===== config.mk =====
export PLATFORM = sky130hd
export DESIGN_NAME = morse_paddle_keyer
export DESIGN_NICKNAME = d
export VERILOG_FILES = /design/src/rtl/morse_paddle_keyer.sv
export SDC_FILE = /design/constraint.sdc
export NUM_CORES = 1
export LEC_CHECK = 0
export BUFFER_PORTS_ARGS = -buffer_cell sky130_fd_sc_hd__clkbuf_2
export CORE_AREA = 2 2 39 41
export DETAILED_ROUTE_END_ITERATION = 8
export DIE_AREA = 0 0 41 43
export GPL_TIMING_DRIVEN = 0
export MAX_ROUTING_LAYER = met4
export PLACE_DENSITY = 0.44
export SYNTH_ARGS = -nofsm -noshare
export SYNTH_HDL_FRONTEND = slang
export SYNTH_SLANG_ARGS = --single-unit

===== constraint.sdc =====
create_clock -name clk -period 2.35 [get_ports clk]
set_clock_uncertainty 0.05 [all_clocks]
set_input_delay 0.235 -clock clk [delete_from_list [all_inputs] [get_ports clk]]
set_output_delay 0.235 -clock clk [all_outputs]
set_load 0.05 [all_outputs]

===== src/rtl/morse_paddle_keyer.sv =====
module morse_paddle_keyer #(
  parameter int DOT_UNITS  = 1,
  parameter int DASH_UNITS = 3,
  parameter int GAP_UNITS  = 1
) (
  input  logic clk,
  input  logic rst_n,
  input  logic unit_tick,
  input  logic dot_in,
  input  logic dash_in,
  output logic key_out
);
  localparam int MAXU = (DASH_UNITS > GAP_UNITS) ? DASH_UNITS : GAP_UNITS;
  localparam int CW   = $clog2(MAXU + 1);

  typedef enum logic [1:0] {S_REST, S_MARK, S_SPACE} phase_t;

  phase_t        phase;
  logic [CW-1:0] units_left;
  logic          was_dash;
  logic          dot_held;

  wire last_unit = (units_left == CW'(1));
  wire dot_req   = dot_in | dot_held;
  wire any_req   = dot_req | dash_in;
  wire decide    = unit_tick & ((phase == S_REST) | ((phase == S_SPACE) & last_unit));
  wire pick_dash = (dot_req & dash_in) ? ((phase == S_SPACE) & ~was_dash) : dash_in;
  wire launch    = decide & any_req;

  assign key_out = (phase == S_MARK);

  always_ff @(posedge clk or negedge rst_n) begin
    if (!rst_n) begin
      phase      <= S_REST;
      units_left <= '0;
      was_dash   <= 1'b0;
    end else if (unit_tick) begin
      if (phase == S_MARK) begin
        if (last_unit) begin
          phase      <= S_SPACE;
          units_left <= CW'(GAP_UNITS);
        end else begin
          units_left <= units_left - CW'(1);
        end
      end else if (phase == S_SPACE && !last_unit) begin
        units_left <= units_left - CW'(1);
      end else if (launch) begin
        phase      <= S_MARK;
        was_dash   <= pick_dash;
        units_left <= pick_dash ? CW'(DASH_UNITS) : CW'(DOT_UNITS);
      end else begin
        phase <= S_REST;
      end
    end
  end

  always_ff @(posedge clk or negedge rst_n) begin
    if (!rst_n)
      dot_held <= 1'b0;
    else if (launch && !pick_dash)
      dot_held <= 1'b0;
    else if (dot_in && was_dash && phase != S_REST)
      dot_held <= 1'b1;
  end
endmodule


[After elaboration in Yosys (flattened, before gate mapping)]
Cells that the tools add are included.
Operators by class
  add/subtract/negate cells: 1
  equal/unequal tests: 5
  mux-type cells: 12
  bitwise gates (word level): 11
  reductions and logical operators: 13
Operator list (count)
  2-bit 2-to-1 mux: 8
  1-bit AND: 5
  2-bit by 1-bit equality test with 1-bit output, second input constant: 2
  1-bit logical AND: 4
  1-bit 2-to-1 mux: 4
  4-bit AND reduction: 1
  2-bit nonzero test: 2
  1-bit NOT: 3
  1-bit bitwise OR: 3
  3-bit AND reduction: 1
  3-bit nonzero test: 1
  2-bit equality test, second input constant: 1
  1-bit logical NOT: 2
  2-bit logical NOT: 1
  2-bit by 1-bit != test with 1-bit output, second input constant: 1
  2-bit != test, second input constant: 1
  2-bit AND reduction: 1
  2-bit by 1-bit subtractor with 2-bit output, second input constant: 1
Word-level totals
  bits in registers: 6
  input port bits: 5
  output and inout port bits: 1

[Logic depth before layout (Yosys ltp)]
Gate-level depths: netlist of run 1.
  depth in word-level cells: 8
  mapped depth: 5
  depth with buffers taken out: 5

[Worst setup path after synthesis of run 1]
Ideal clock, no wire load.
  path kind: reg2reg
  start: register phase[0]
  end: register units_left[0]
  library setup time: 0.125 ns
  data arrival time: 1.674 ns
  data required time: 2.175 ns
  slack: 0.501 ns
  cell stages (with the launch flop): 4
  path buffers: 0
  clock period less this slack: 1.849 ns
  cell sequence: dfrtp_1 nor2b_1 a32oi_1 mux2_4
Between the ends
  elaborated cells between the ends (all ways): 12
RTL lines
  start: declaration: RTL line 18  | phase_t phase;
  start signal: assignment: RTL line 34  | phase <= S_REST;
  start signal: assignment: RTL line 40  | phase <= S_SPACE;
  start signal: assignment: RTL line 48  | phase <= S_MARK;
  2-bit by 1-bit equality test with 1-bit output *
  named net key_out: RTL line 11  | output logic key_out
  3-bit nonzero test (no source line)
  2-bit AND reduction (no source line)
  end signal: assignment: RTL line 41  | units_left <= CW'(GAP_UNITS);
  end signal: assignment: RTL line 43  | units_left <= units_left - CW'(1);
  end signal: assignment: RTL line 46  | units_left <= units_left - CW'(1);
  end: declaration: RTL line 19  | logic [CW-1:0] units_left;
Mark *: on every way through the listed nets, which the timed path passes. The rest lies on a longest branch.
A chain may end at the register's enable or synchronous reset.

[Worst setup path after layout of run 1]
  start: register phase[0]
  end: output key_out
Between the ends
  longest elaborated chain between the ends: 1
Ends and longest elaborated chain
  2-bit by 1-bit equality test with 1-bit output: RTL line 30  | assign key_out = (phase == S_MARK);
  end: declaration: RTL line 11
No other way between the ends.

==> run_summary.xml, run 1 <==
<?xml version="1.0" encoding="UTF-8"?>
<metrics>
  <group name="routing">
    <metric name="vias_cell" unit="">5.02</metric>
    <metric name="antenna_violating_nets_post_route" unit="">0</metric>
    <metric name="detail_route.drc_violations" unit="">0</metric>
    <metric name="firstDrtPassIters" unit="">2</metric>
    <metric name="final_routed_wire_length_divided_by_cell_count" unit="um">12.5</metric>
    <metric name="route.final.wire_length" unit="um">761</metric>
    <metric name="vias" unit="">306</metric>
    <metric name="detailedRoute.firstIterationViolations" unit="">3</metric>
  </group>
  <group name="sta">
    <metric name="final_min_period_over_clock_period" unit="%">71.3</metric>
    <metric name="post-route-worst-setup-slack" unit="ns">0.674</metric>
    <metric name="slew-limit-headroom" unit="%">65.5</metric>
    <metric name="setup_repair_after_global_routing_missed_its_margin" unit="">false</metric>
    <metric name="final-max-slew-violation-count" unit="">0</metric>
    <metric name="min_period" unit="ns">1.68</metric>
    <metric name="highest_clock_rate" unit="GHz">0.597</metric>
    <metric name="setup_total_negative_slack" unit="ns">0</metric>
    <metric name="worst_pin_slew" unit="ns">0.512</metric>
    <metric name="whs" unit="ns">0.235</metric>
    <metric name="report.final.setup_viol" unit="">0</metric>
    <metric name="hold_viol_final" unit="">0</metric>
  </group>
  <group name="floorplanning">
    <metric name="initial_utilization" unit="%">27.2</metric>
    <metric name="die_x" unit="um">41</metric>
    <metric name="row_count" unit="">14</metric>
    <metric name="floorplan.io_pins" unit="">6</metric>
    <metric name="die_height" unit="um">43</metric>
    <metric name="design.core.area" unit="um^2">1380</metric>
    <metric name="fp.dieArea" unit="um^2">1760</metric>
  </group>
  <group name="worst_setup_path">
    <metric name="timing.critical_path.to_type" unit="">primary output</metric>
    <metric name="path_depth" unit="">2</metric>
    <metric name="timing.critical_path.buf_inv" unit="">1</metric>
    <metric name="critPathSlowestCell" unit="">dfrtp_1</metric>
    <metric name="critPathMaxFanout" unit="">8</metric>
    <metric name="critical_path_required" unit="ns">2.07</metric>
    <metric name="slowest_stage_delay_cp" unit="ns">0.50</metric>
    <metric name="critPathLaunchType" unit="">register</metric>
    <metric name="critical-path-top-delay-family" unit="">flip-flops</metric>
    <metric name="ff2ff_path_depth" unit="">5</metric>
    <metric name="cp_data_arrival_time" unit="ns">1.39</metric>
    <metric name="setup.worst_path.class" unit="">reg2out</metric>
    <metric name="path_cells" unit="">nor2b_1 &gt; clkbuf_2</metric>
  </group>
  <group name="pwr">
    <metric name="p_leak" unit="nW">0.212</metric>
    <metric name="total_power" unit="mW">0.608</metric>
    <metric name="powerDensity" unit="nW/um^2">1340</metric>
    <metric name="max-vdd-ir-drop" unit="mV">0.481</metric>
  </group>
  <group name="logic_synthesis">
    <metric name="syn-cell-area" unit="um^2">377</metric>
    <metric name="synth_instances" unit="">36</metric>
    <metric name="synth_nets" unit="">43</metric>
    <metric name="yosys_register_bits" unit="">6</metric>
    <metric name="yosysWarnings" unit="">0</metric>
    <metric name="yosysSeqAreaShare" unit="%">39.9</metric>
    <metric name="synth.distinct_cells" unit="">22</metric>
    <metric name="post_synth_main_area_contributors" unit="">dfrtp_1, o311ai_4, ha_1, mux2_4, nor2b_1</metric>
    <metric name="synth_area_per_cell" unit="um^2">10.5</metric>
    <metric name="synthDominantCellAreaShare" unit="%">39.9</metric>
    <metric name="synth_top_cell_by_area" unit="">dfrtp_1</metric>
  </group>
  <group name="global_routing">
    <metric name="grt_pass1_wl" unit="um">1320</metric>
    <metric name="gr-total-overflow" unit="">0</metric>
    <metric name="number_of_antenna_violations_at_the_first_check_in_global_routing" unit="">0</metric>
    <metric name="globalRouteTotalUtil" unit="%">12.2</metric>
    <metric name="grt_start_max_net_pins" unit="">10</metric>
    <metric name="first_global_vias" unit="">313</metric>
  </group>
  <group name="run_status">
    <metric name="result_of_the_run" unit="">finished clean</metric>
  </group>
  <group name="placed_design">
    <metric name="gp_congestion" unit="">0.717</metric>
    <metric name="detailed_place_hpwl" unit="um">557</metric>
    <metric name="post-place-cells" unit="">57</metric>
    <metric name="numPortBuffers" unit="">5</metric>
    <metric name="place_area" unit="um^2">422</metric>
    <metric name="dp_worst_setup_slack" unit="ns">0.754</metric>
  </group>
  <group name="clock_network">
    <metric name="cts.hold.buffers_added" unit="">1</metric>
    <metric name="numClockSinks" unit="">6</metric>
    <metric name="clock_path_buffers" unit="">2</metric>
    <metric name="cts-htree-levels" unit="">1</metric>
    <metric name="clk-insertion-delay-late" unit="ns">0.25</metric>
    <metric name="cts_root_buf" unit="">clkbuf_4</metric>
    <metric name="cts_post_setup_buffers_inserted" unit="">0</metric>
    <metric name="cts.reportedPaths.clkPinSlew" unit="ns">0.05</metric>
    <metric name="tritoncts_buffer_count" unit="">3</metric>
    <metric name="cts_tree" unit="">done</metric>
    <metric name="cts_resized" unit="">0</metric>
  </group>
  <group name="final_layout">
    <metric name="post_layout_nonfiller_instances" unit="">61</metric>
    <metric name="total_non_filler_cell_area_in_the_finished_layout" unit="um^2">454</metric>
    <metric name="syn2layout_area_growth" unit="%">20.6</metric>
    <metric name="nFillCells" unit="">139</metric>
    <metric name="antenna_cells_inserted" unit="">0</metric>
    <metric name="final_net_count" unit="">54</metric>
    <metric name="most-common-layout-cells" unit="">clkbuf_2, dfrtp_1, inv_1, nand2_1, clkbuf_4</metric>
    <metric name="drive_gt1_share" unit="%">28.9</metric>
    <metric name="finish.utilization" unit="%">32.8</metric>
  </group>
  <group name="hold_path">
    <metric name="worst_hold_path_cells" unit="">3</metric>
    <metric name="hp-class" unit="">in2reg</metric>
  </group>
  <group name="job">
    <metric name="drv_cap" unit="">0</metric>
  </group>
</metrics>
worst reg2reg max path: stages (launching register included):
cell and delay [ns]:
dfrtp_1 0.38, inv_1 0.08, ha_1 0.25, nor2b_2 0.09
o311ai_4 0.29, mux2_4 0.33
worst paths after layout:
path / start / to / slack (ns)
setup / recovery: phase[0]$_DFFE_PN0P_ / key_out / 0.67
hold / removal: dot_in / dot_held$_DFFE_PN0P_ / 0.24
setup reg to reg: units_left[1]$_DFFE_PN0P_ / units_left[0]$_DFFE_PN0P_ / 0.77
hold reg to reg: dot_held$_DFFE_PN0P_ / dot_held$_DFFE_PN0P_ / 0.49
max in group asynchronous: rst_n / phase[0]$_DFFE_PN0P_ / 1.80
min in group asynchronous: rst_n / phase[1]$_DFFE_PN0P_ / 0.29
flip-flops by register name, summed over array words and instances, names as in the netlist:
| signal | flops |
|---|---|
| phase | 2 |
| units_left | 2 |
| dot_held | 1 |
| was_dash | 1 |
Yosys cell counts, drive strengths merged:
cell type	count
a21oi	2
or3b	1
o21ai	2
a21o	1
nand2b	1
inv	3
mux2	1
nand2	3
a32oi	1
clkbuf	1
o311ai	1
nor2	2
nor2b	3
and3b	1
ha	2
a221oi	1
a32o	1
o211ai	1
or3	1
nor4	1
dfrtp	6
power breakdown:
part | leakage, nW | internal [mW] | switching [mW]
combinational | 0.128 | 0.129 | 0.172
sequential | 0.0695 | 0.154 | 0.0497
clock | 0.0138 | 0.0582 | 0.0441
cells by family (layout without fill, tap and decap cells):
logic type                 Yosys count  count (layout)  share of synthesized area (%)
AOI/OAI and AO/OA                   10              10                           23.6
adders and majority gates            2               2                           6.64
buffers and inverters                4              13                           4.32
DFF                                  6               6                           39.9
muxes                                1               1                           3.99
and+or+nand+nor                     13              13                           21.6
layout make-up:
cell class,count,area [um^2],area share (%)
sequential,6,150,33.1
inverter,3,11.3,2.48
timing repair buffer,6,35.0,7.71
buffer,1,5.00,1.10
tap,16,20.0,4.41
multi-input combinational,26,210,46.3
clock buffer,3,22.5,4.96
routing by layer:
metal  GRT usage [%]  share of wire [%]  up-vias
met5               -                  0        -
met4            10.0                3.2        0
met3            4.71                5.7        4
met2            15.6                 45        6
met1            14.4                 46      146
li1                -                  -      150
No activity file was read; power rests on OpenSTA's default activity.
==> run 2: changes to the inputs <==
Clock period 2.35 ns to 1.6 ns, I/O delays scaled along.
==> run 2 against run 1 <==
  * Setup slack lost 0.63 ns
  * First-iteration DRC count shrank 67%
  * Via count grew 1.3%
  * Utilization grew 0.81 points
  * Sequential cell count is the same
  * Hold slack lost 0.053 ns
  * Combinational power grew 54%
  * Clock power grew 31%
  * Die area is the same
  * Critical path type is now reg2reg
  * Largest cell class unchanged
==> run_summary.xml, run 2 (synthesis results as in run 1) <==
<?xml version="1.0" encoding="UTF-8"?>
<metrics>
  <group name="pwr">
    <metric name="p_leak" unit="nW">0.212</metric>
    <metric name="total_power" unit="mW">0.898</metric>
    <metric name="max-vdd-ir-drop" unit="mV">0.646</metric>
    <metric name="powerDensity" unit="nW/um^2">1930</metric>
  </group>
  <group name="clock_network">
    <metric name="tritoncts_buffer_count" unit="">3</metric>
    <metric name="numClockSinks" unit="">6</metric>
    <metric name="clk-insertion-delay-late" unit="ns">0.24</metric>
    <metric name="cts_root_buf" unit="">clkbuf_4</metric>
    <metric name="clock_path_buffers" unit="">2</metric>
    <metric name="cts_tree" unit="">done</metric>
    <metric name="cts-htree-levels" unit="">1</metric>
    <metric name="cts.reportedPaths.clkPinSlew" unit="ns">0.04</metric>
    <metric name="cts_post_setup_buffers_inserted" unit="">0</metric>
  </group>
  <group name="routing">
    <metric name="detail_route.drc_violations" unit="">0</metric>
    <metric name="antenna_violating_nets_post_route" unit="">0</metric>
    <metric name="firstDrtPassIters" unit="">4</metric>
    <metric name="final_routed_wire_length_divided_by_cell_count" unit="um">11.9</metric>
    <metric name="vias" unit="">310</metric>
    <metric name="detailedRoute.firstIterationViolations" unit="">1</metric>
    <metric name="vias_cell" unit="">5.08</metric>
    <metric name="route.final.wire_length" unit="um">727</metric>
  </group>
  <group name="final_layout">
    <metric name="layout_top_registers" unit="">phase x2, units_left x2</metric>
    <metric name="final_net_count" unit="">54</metric>
    <metric name="syn2layout_area_growth" unit="%">23.6</metric>
    <metric name="total_non_filler_cell_area_in_the_finished_layout" unit="um^2">465</metric>
    <metric name="drive_gt1_share" unit="%">35.6</metric>
    <metric name="final_common_cell" unit="">dfrtp_1</metric>
    <metric name="antenna_cells_inserted" unit="">0</metric>
    <metric name="most-common-layout-cells" unit="">dfrtp_1, clkbuf_2, inv_1, nand2_1, clkbuf_4</metric>
    <metric name="post_layout_nonfiller_instances" unit="">61</metric>
  </group>
  <group name="sta">
    <metric name="setup_repair_after_global_routing_missed_its_margin" unit="">false</metric>
    <metric name="post-route-worst-setup-slack" unit="ns">0.0427</metric>
    <metric name="setup_total_negative_slack" unit="ns">0</metric>
    <metric name="final-max-slew-violation-count" unit="">0</metric>
    <metric name="min_period" unit="ns">1.56</metric>
    <metric name="slew-limit-headroom" unit="%">76.4</metric>
    <metric name="report.final.setup_viol" unit="">0</metric>
    <metric name="hold_viol_final" unit="">0</metric>
    <metric name="highest_clock_rate" unit="GHz">0.642</metric>
    <metric name="final_min_period_over_clock_period" unit="%">97.3</metric>
    <metric name="worst_pin_slew" unit="ns">0.351</metric>
  </group>
  <group name="worst_setup_path">
    <metric name="path_depth" unit="">3</metric>
    <metric name="cp_data_arrival_time" unit="ns">1.63</metric>
    <metric name="critPathLaunchType" unit="">register</metric>
    <metric name="critPathMaxFanout" unit="">3</metric>
    <metric name="slowest_stage_delay_cp" unit="ns">0.41</metric>
    <metric name="critPathSlowestCell" unit="">or3_4</metric>
    <metric name="timing.critical_path.to_type" unit="">register</metric>
    <metric name="setup.worst_path.class" unit="">reg2reg</metric>
    <metric name="path_cells" unit="">or3_4 &gt; o311ai_4 &gt; mux2_4</metric>
    <metric name="timing.critical_path.buf_inv" unit="">0</metric>
    <metric name="critical-path-top-delay-family" unit="">simple AND/OR/NAND/NOR gates</metric>
    <metric name="ff2ff_path_depth" unit="">3</metric>
    <metric name="critical_path_required" unit="ns">1.67</metric>
  </group>
  <group name="global_routing">
    <metric name="number_of_antenna_violations_at_the_first_check_in_global_routing" unit="">0</metric>
    <metric name="first_global_vias" unit="">312</metric>
    <metric name="grt_pass1_wl" unit="um">1260</metric>
    <metric name="globalRouteTotalUtil" unit="%">10.7</metric>
    <metric name="grt_start_max_net_pins" unit="">10</metric>
    <metric name="gr-total-overflow" unit="">0</metric>
  </group>
  <group name="placed_design">
    <metric name="numPortBuffers" unit="">5</metric>
    <metric name="place_area" unit="um^2">424</metric>
    <metric name="dp_worst_setup_slack" unit="ns">0.00364</metric>
    <metric name="gp_congestion" unit="">0.679</metric>
    <metric name="detailed_place_hpwl" unit="um">571</metric>
    <metric name="post-place-cells" unit="">57</metric>
  </group>
  <group name="job">
    <metric name="drv_cap" unit="">0</metric>
  </group>
  <group name="hold_path">
    <metric name="hp-class" unit="">in2reg</metric>
    <metric name="worst_hold_path_cells" unit="">3</metric>
  </group>
  <group name="floorplanning">
    <metric name="design.core.area" unit="um^2">1380</metric>
    <metric name="row_count" unit="">14</metric>
    <metric name="initial_utilization" unit="%">27.2</metric>
    <metric name="floorplan.io_pins" unit="">6</metric>
    <metric name="fp.dieArea" unit="um^2">1760</metric>
    <metric name="die_x" unit="um">41</metric>
    <metric name="die_height" unit="um">43</metric>
  </group>
  <group name="run_status">
    <metric name="result_of_the_run" unit="">finished clean</metric>
  </group>
</metrics>
==> run 2: path summary, 6_finish.rpt <==
path | from | to | slack, ns
setup reg to reg | dot_held$_DFFE_PN0P_ | units_left[0]$_DFFE_PN0P_ | 0.04
hold / removal | dot_in | dot_held$_DFFE_PN0P_ | 0.18
max in group asynchronous | rst_n | units_left[0]$_DFFE_PN0P_ | 1.11
min in group asynchronous | rst_n | phase[1]$_DFFE_PN0P_ | 0.23
setup / recovery | dot_held$_DFFE_PN0P_ | units_left[0]$_DFFE_PN0P_ | 0.04
hold reg to reg | dot_held$_DFFE_PN0P_ | dot_held$_DFFE_PN0P_ | 0.49
==> run 2: per-layer routing <==
| metal | global-route usage, % | vias up | routed length, um |
|---|---|---|---|
| met4 | 6.00 | 0 | 14 |
| met3 | 1.57 | 2 | 31 |
| li1 | - | 152 | - |
| met5 | - | - | 0 |
| met1 | 13.0 | 150 | 316 |
| met2 | 16.3 | 6 | 364 |
==> run 2: timing repair <==
action	4_1_cts	5_1_grt
hold buffers	1	0
setup endpoints to repair	1	3
pin swaps	0	0
gates resized for setup	1	2
endpoints found under the hold margin	6	0
==> run 2: worst reg2reg max path, delay by kind of cell, from the launching register on <==
family | cells | cell delay (ns)
mux | 1 | 0.33
simple gates | 1 | 0.41
compound gates | 1 | 0.27
flops | 1 | 0.39
==> run 2: layout make-up <==
| type | instances | area, um^2 |
|---|---|---|
| fillers | 147 | 918 |
| multi-input cells | 26 | 221 |
| flip-flops and latches | 6 | 150 |
| repair buffers | 6 | 35.0 |
| clock buffers | 3 | 22.5 |
| well taps | 16 | 20.0 |
| inverters | 3 | 11.3 |
| plain buffers | 1 | 5.00 |
==> run 2: power breakdown <==
group | switching (mW) | internal, mW
clock | 0.0498 | 0.0845
combinational | 0.264 | 0.202
sequential | 0.0716 | 0.227
==> run 2: per-stage QoR <==
stage | hold WS, ns | utilization [%]
floorplan | -0.186 | -
global placement | -0.0499 | 30.7
detailed placement | -0.0543 | 30.7
CTS | 0.175 | 33.5
global route | 0.219 | 33.6
finish | 0.183 | 33.6
==> run 3: changes to the inputs <==
Settings changed: RECOVER_POWER set to 50.
==> run 3 against run 2 <==
  * Combinational power about the same
  * Via count is 0.65% lower
  * Global-route usage did not move
  * Sequential share of layout area up 0.087 points
  * Setup slack hardly changed
  * Routed wire length is 0.28% lower
  * Sequential cell count did not move
  * Clock-buffer cell count unchanged
  * Utilization down 0.090 points
  * Register-to-register slack hardly changed
  * Die area unchanged
  * Largest cell class unchanged
  * Highest routed layer unchanged
==> run_summary.xml, run 3 (synthesis results as in run 1) <==
<?xml version="1.0" encoding="UTF-8"?>
<metrics>
  <group name="run_status">
    <metric name="result_of_the_run" unit="">finished clean</metric>
  </group>
  <group name="hold_path">
    <metric name="hp-class" unit="">in2reg</metric>
  </group>
  <group name="final_layout">
    <metric name="final_common_cell" unit="">dfrtp_1</metric>
    <metric name="drive_gt1_share" unit="%">33.3</metric>
    <metric name="antenna_cells_inserted" unit="">0</metric>
    <metric name="most-common-layout-cells" unit="">dfrtp_1, clkbuf_2, inv_1, nand2_1, clkbuf_4</metric>
    <metric name="syn2layout_area_growth" unit="%">23.3</metric>
    <metric name="final_net_count" unit="">54</metric>
    <metric name="nFillCells" unit="">145</metric>
    <metric name="layout_top_registers" unit="">phase x2, units_left x2</metric>
  </group>
  <group name="routing">
    <metric name="vias" unit="">308</metric>
    <metric name="detail_route.drc_violations" unit="">0</metric>
    <metric name="route.final.wire_length" unit="um">725</metric>
    <metric name="detailedRoute.firstIterationViolations" unit="">1</metric>
    <metric name="firstDrtPassIters" unit="">4</metric>
    <metric name="final_routed_wire_length_divided_by_cell_count" unit="um">11.9</metric>
    <metric name="antenna_violating_nets_post_route" unit="">0</metric>
    <metric name="vias_cell" unit="">5.05</metric>
  </group>
  <group name="global_routing">
    <metric name="grt_start_max_net_pins" unit="">10</metric>
    <metric name="met1_usage" unit="%">13.0</metric>
    <metric name="grt_pass1_wl" unit="um">1260</metric>
    <metric name="globalRouteTotalUtil" unit="%">10.7</metric>
    <metric name="number_of_antenna_violations_at_the_first_check_in_global_routing" unit="">0</metric>
    <metric name="grt-busiest-layer" unit="">met2</metric>
    <metric name="groute.layer.met3.usage" unit="%">1.57</metric>
    <metric name="gr-usage-met2" unit="%">16.3</metric>
    <metric name="gr-total-overflow" unit="">0</metric>
    <metric name="first_global_vias" unit="">312</metric>
  </group>
  <group name="worst_setup_path">
    <metric name="timing.critical_path.buf_inv" unit="">0</metric>
    <metric name="critical_path_required" unit="ns">1.67</metric>
    <metric name="critPathSlowestCell" unit="">or3_4</metric>
    <metric name="timing.critical_path.to_type" unit="">register</metric>
    <metric name="slowest_stage_delay_cp" unit="ns">0.41</metric>
    <metric name="critical-path-top-delay-family" unit="">simple AND/OR/NAND/NOR gates</metric>
    <metric name="critPathMaxFanout" unit="">3</metric>
    <metric name="critPathLaunchType" unit="">register</metric>
    <metric name="path_cells" unit="">or3_4 &gt; o311ai_4 &gt; mux2_4</metric>
    <metric name="cp_data_arrival_time" unit="ns">1.63</metric>
    <metric name="setup.worst_path.class" unit="">reg2reg</metric>
  </group>
  <group name="clock_network">
    <metric name="cts_tree" unit="">done</metric>
    <metric name="tritoncts_buffer_count" unit="">3</metric>
    <metric name="numClockSinks" unit="">6</metric>
    <metric name="clk-insertion-delay-late" unit="ns">0.24</metric>
    <metric name="cts_root_buf" unit="">clkbuf_4</metric>
    <metric name="cts-htree-levels" unit="">1</metric>
    <metric name="clock_path_buffers" unit="">2</metric>
    <metric name="cts.reportedPaths.clkPinSlew" unit="ns">0.04</metric>
  </group>
  <group name="floorplanning">
    <metric name="initial_utilization" unit="%">27.2</metric>
    <metric name="row_count" unit="">14</metric>
    <metric name="fp.dieArea" unit="um^2">1760</metric>
    <metric name="design.core.area" unit="um^2">1380</metric>
    <metric name="die_height" unit="um">43</metric>
    <metric name="die_x" unit="um">41</metric>
    <metric name="floorplan.io_pins" unit="">6</metric>
  </group>
  <group name="sta">
    <metric name="setup_total_negative_slack" unit="ns">0</metric>
    <metric name="min_period" unit="ns">1.56</metric>
    <metric name="final-max-slew-violation-count" unit="">0</metric>
    <metric name="slew-limit-headroom" unit="%">76.4</metric>
    <metric name="final_min_period_over_clock_period" unit="%">97.4</metric>
    <metric name="setup_repair_after_global_routing_missed_its_margin" unit="">false</metric>
    <metric name="whs" unit="ns">0.183</metric>
    <metric name="hold_viol_final" unit="">0</metric>
    <metric name="worst_pin_slew" unit="ns">0.351</metric>
    <metric name="highest_clock_rate" unit="GHz">0.642</metric>
    <metric name="report.final.setup_viol" unit="">0</metric>
  </group>
  <group name="pwr">
    <metric name="max-vdd-ir-drop" unit="mV">0.646</metric>
    <metric name="powerDensity" unit="nW/um^2">1930</metric>
    <metric name="p_leak" unit="nW">0.209</metric>
  </group>
  <group name="placed_design">
    <metric name="gp_congestion" unit="">0.679</metric>
    <metric name="numPortBuffers" unit="">5</metric>
    <metric name="detailed_place_hpwl" unit="um">571</metric>
  </group>
  <group name="job">
    <metric name="drv_cap" unit="">0</metric>
  </group>
</metrics>
-- run 3: cell counts in the layout (fill, tap and decap cells not counted) --
No cell type changed its count.
-- run 3: what timing repair did --
action,4_1_cts,5_1_grt
setup buffers,0,0
hold endpoints to repair,6,0
gates resized for setup,1,2
endpoints found under the setup margin,1,3
hold buffers,1,0
-- run 3: metal layers --
metal  vias to the layer above  wire length (um)
met5                         -                 0
met4                         0                14
met3                         2                31
met2                         6               360
met1                       148               318
li1                        152                 -
-- run 3: path summary, 6_finish.rpt --
check | to | depth (start not counted) | slack, ns | startpoint
setup / recovery | units_left[0]$_DFFE_PN0P_ | 3 | 0.04 | dot_held$_DFFE_PN0P_
hold / removal | dot_held$_DFFE_PN0P_ | 3 | 0.18 | dot_in
setup reg to reg | units_left[0]$_DFFE_PN0P_ | 3 | 0.04 | dot_held$_DFFE_PN0P_
hold reg to reg | dot_held$_DFFE_PN0P_ | 2 | 0.49 | dot_held$_DFFE_PN0P_
max in group asynchronous | units_left[0]$_DFFE_PN0P_ | 2 | 0.98 | rst_n
min in group asynchronous | phase[1]$_DFFE_PN0P_ | 2 | 0.28 | rst_n
-- run 3: report_power, final --
part | switching [mW] | leakage [nW] | internal (mW) | total (mW)
registers | 0.0717 | 0.0695 | 0.227 | 0.299
clock network | 0.0498 | 0.0138 | 0.0845 | 0.134
logic | 0.263 | 0.126 | 0.201 | 0.464
total | 0.385 | 0.209 | 0.513 | 0.898
-- run 3: final cells by class --
class	instances	area, um^2	share of cell area (%)
Tap cell	16	20.0	4.31
Timing Repair Buffer	6	33.8	7.28
Buffer	1	5.00	1.08
Clock buffer	3	22.5	4.85
Multi-Input combinational cell	26	221	47.7
Sequential cell	6	150	32.3
Inverter	3	11.3	2.43
-- run 3: worst min-delay path, stage by stage --
cell,delay [ns]
clkbuf_2,0.10
o211ai_1,0.09
a21oi_1,0.07
-- run 3: through the flow --
step	power, mW	util, %	instance area (um^2)	instances	worst slack (ns)
floorplan	0.655	-	379	36	0.0425
global placement	0.740	30.7	424	57	0.00682
detailed placement	0.753	30.7	424	57	0.00364
CTS	0.909	33.5	463	61	0.0158
global route	0.984	33.5	464	61	0.00310
finish	0.898	33.5	464	61	0.0423
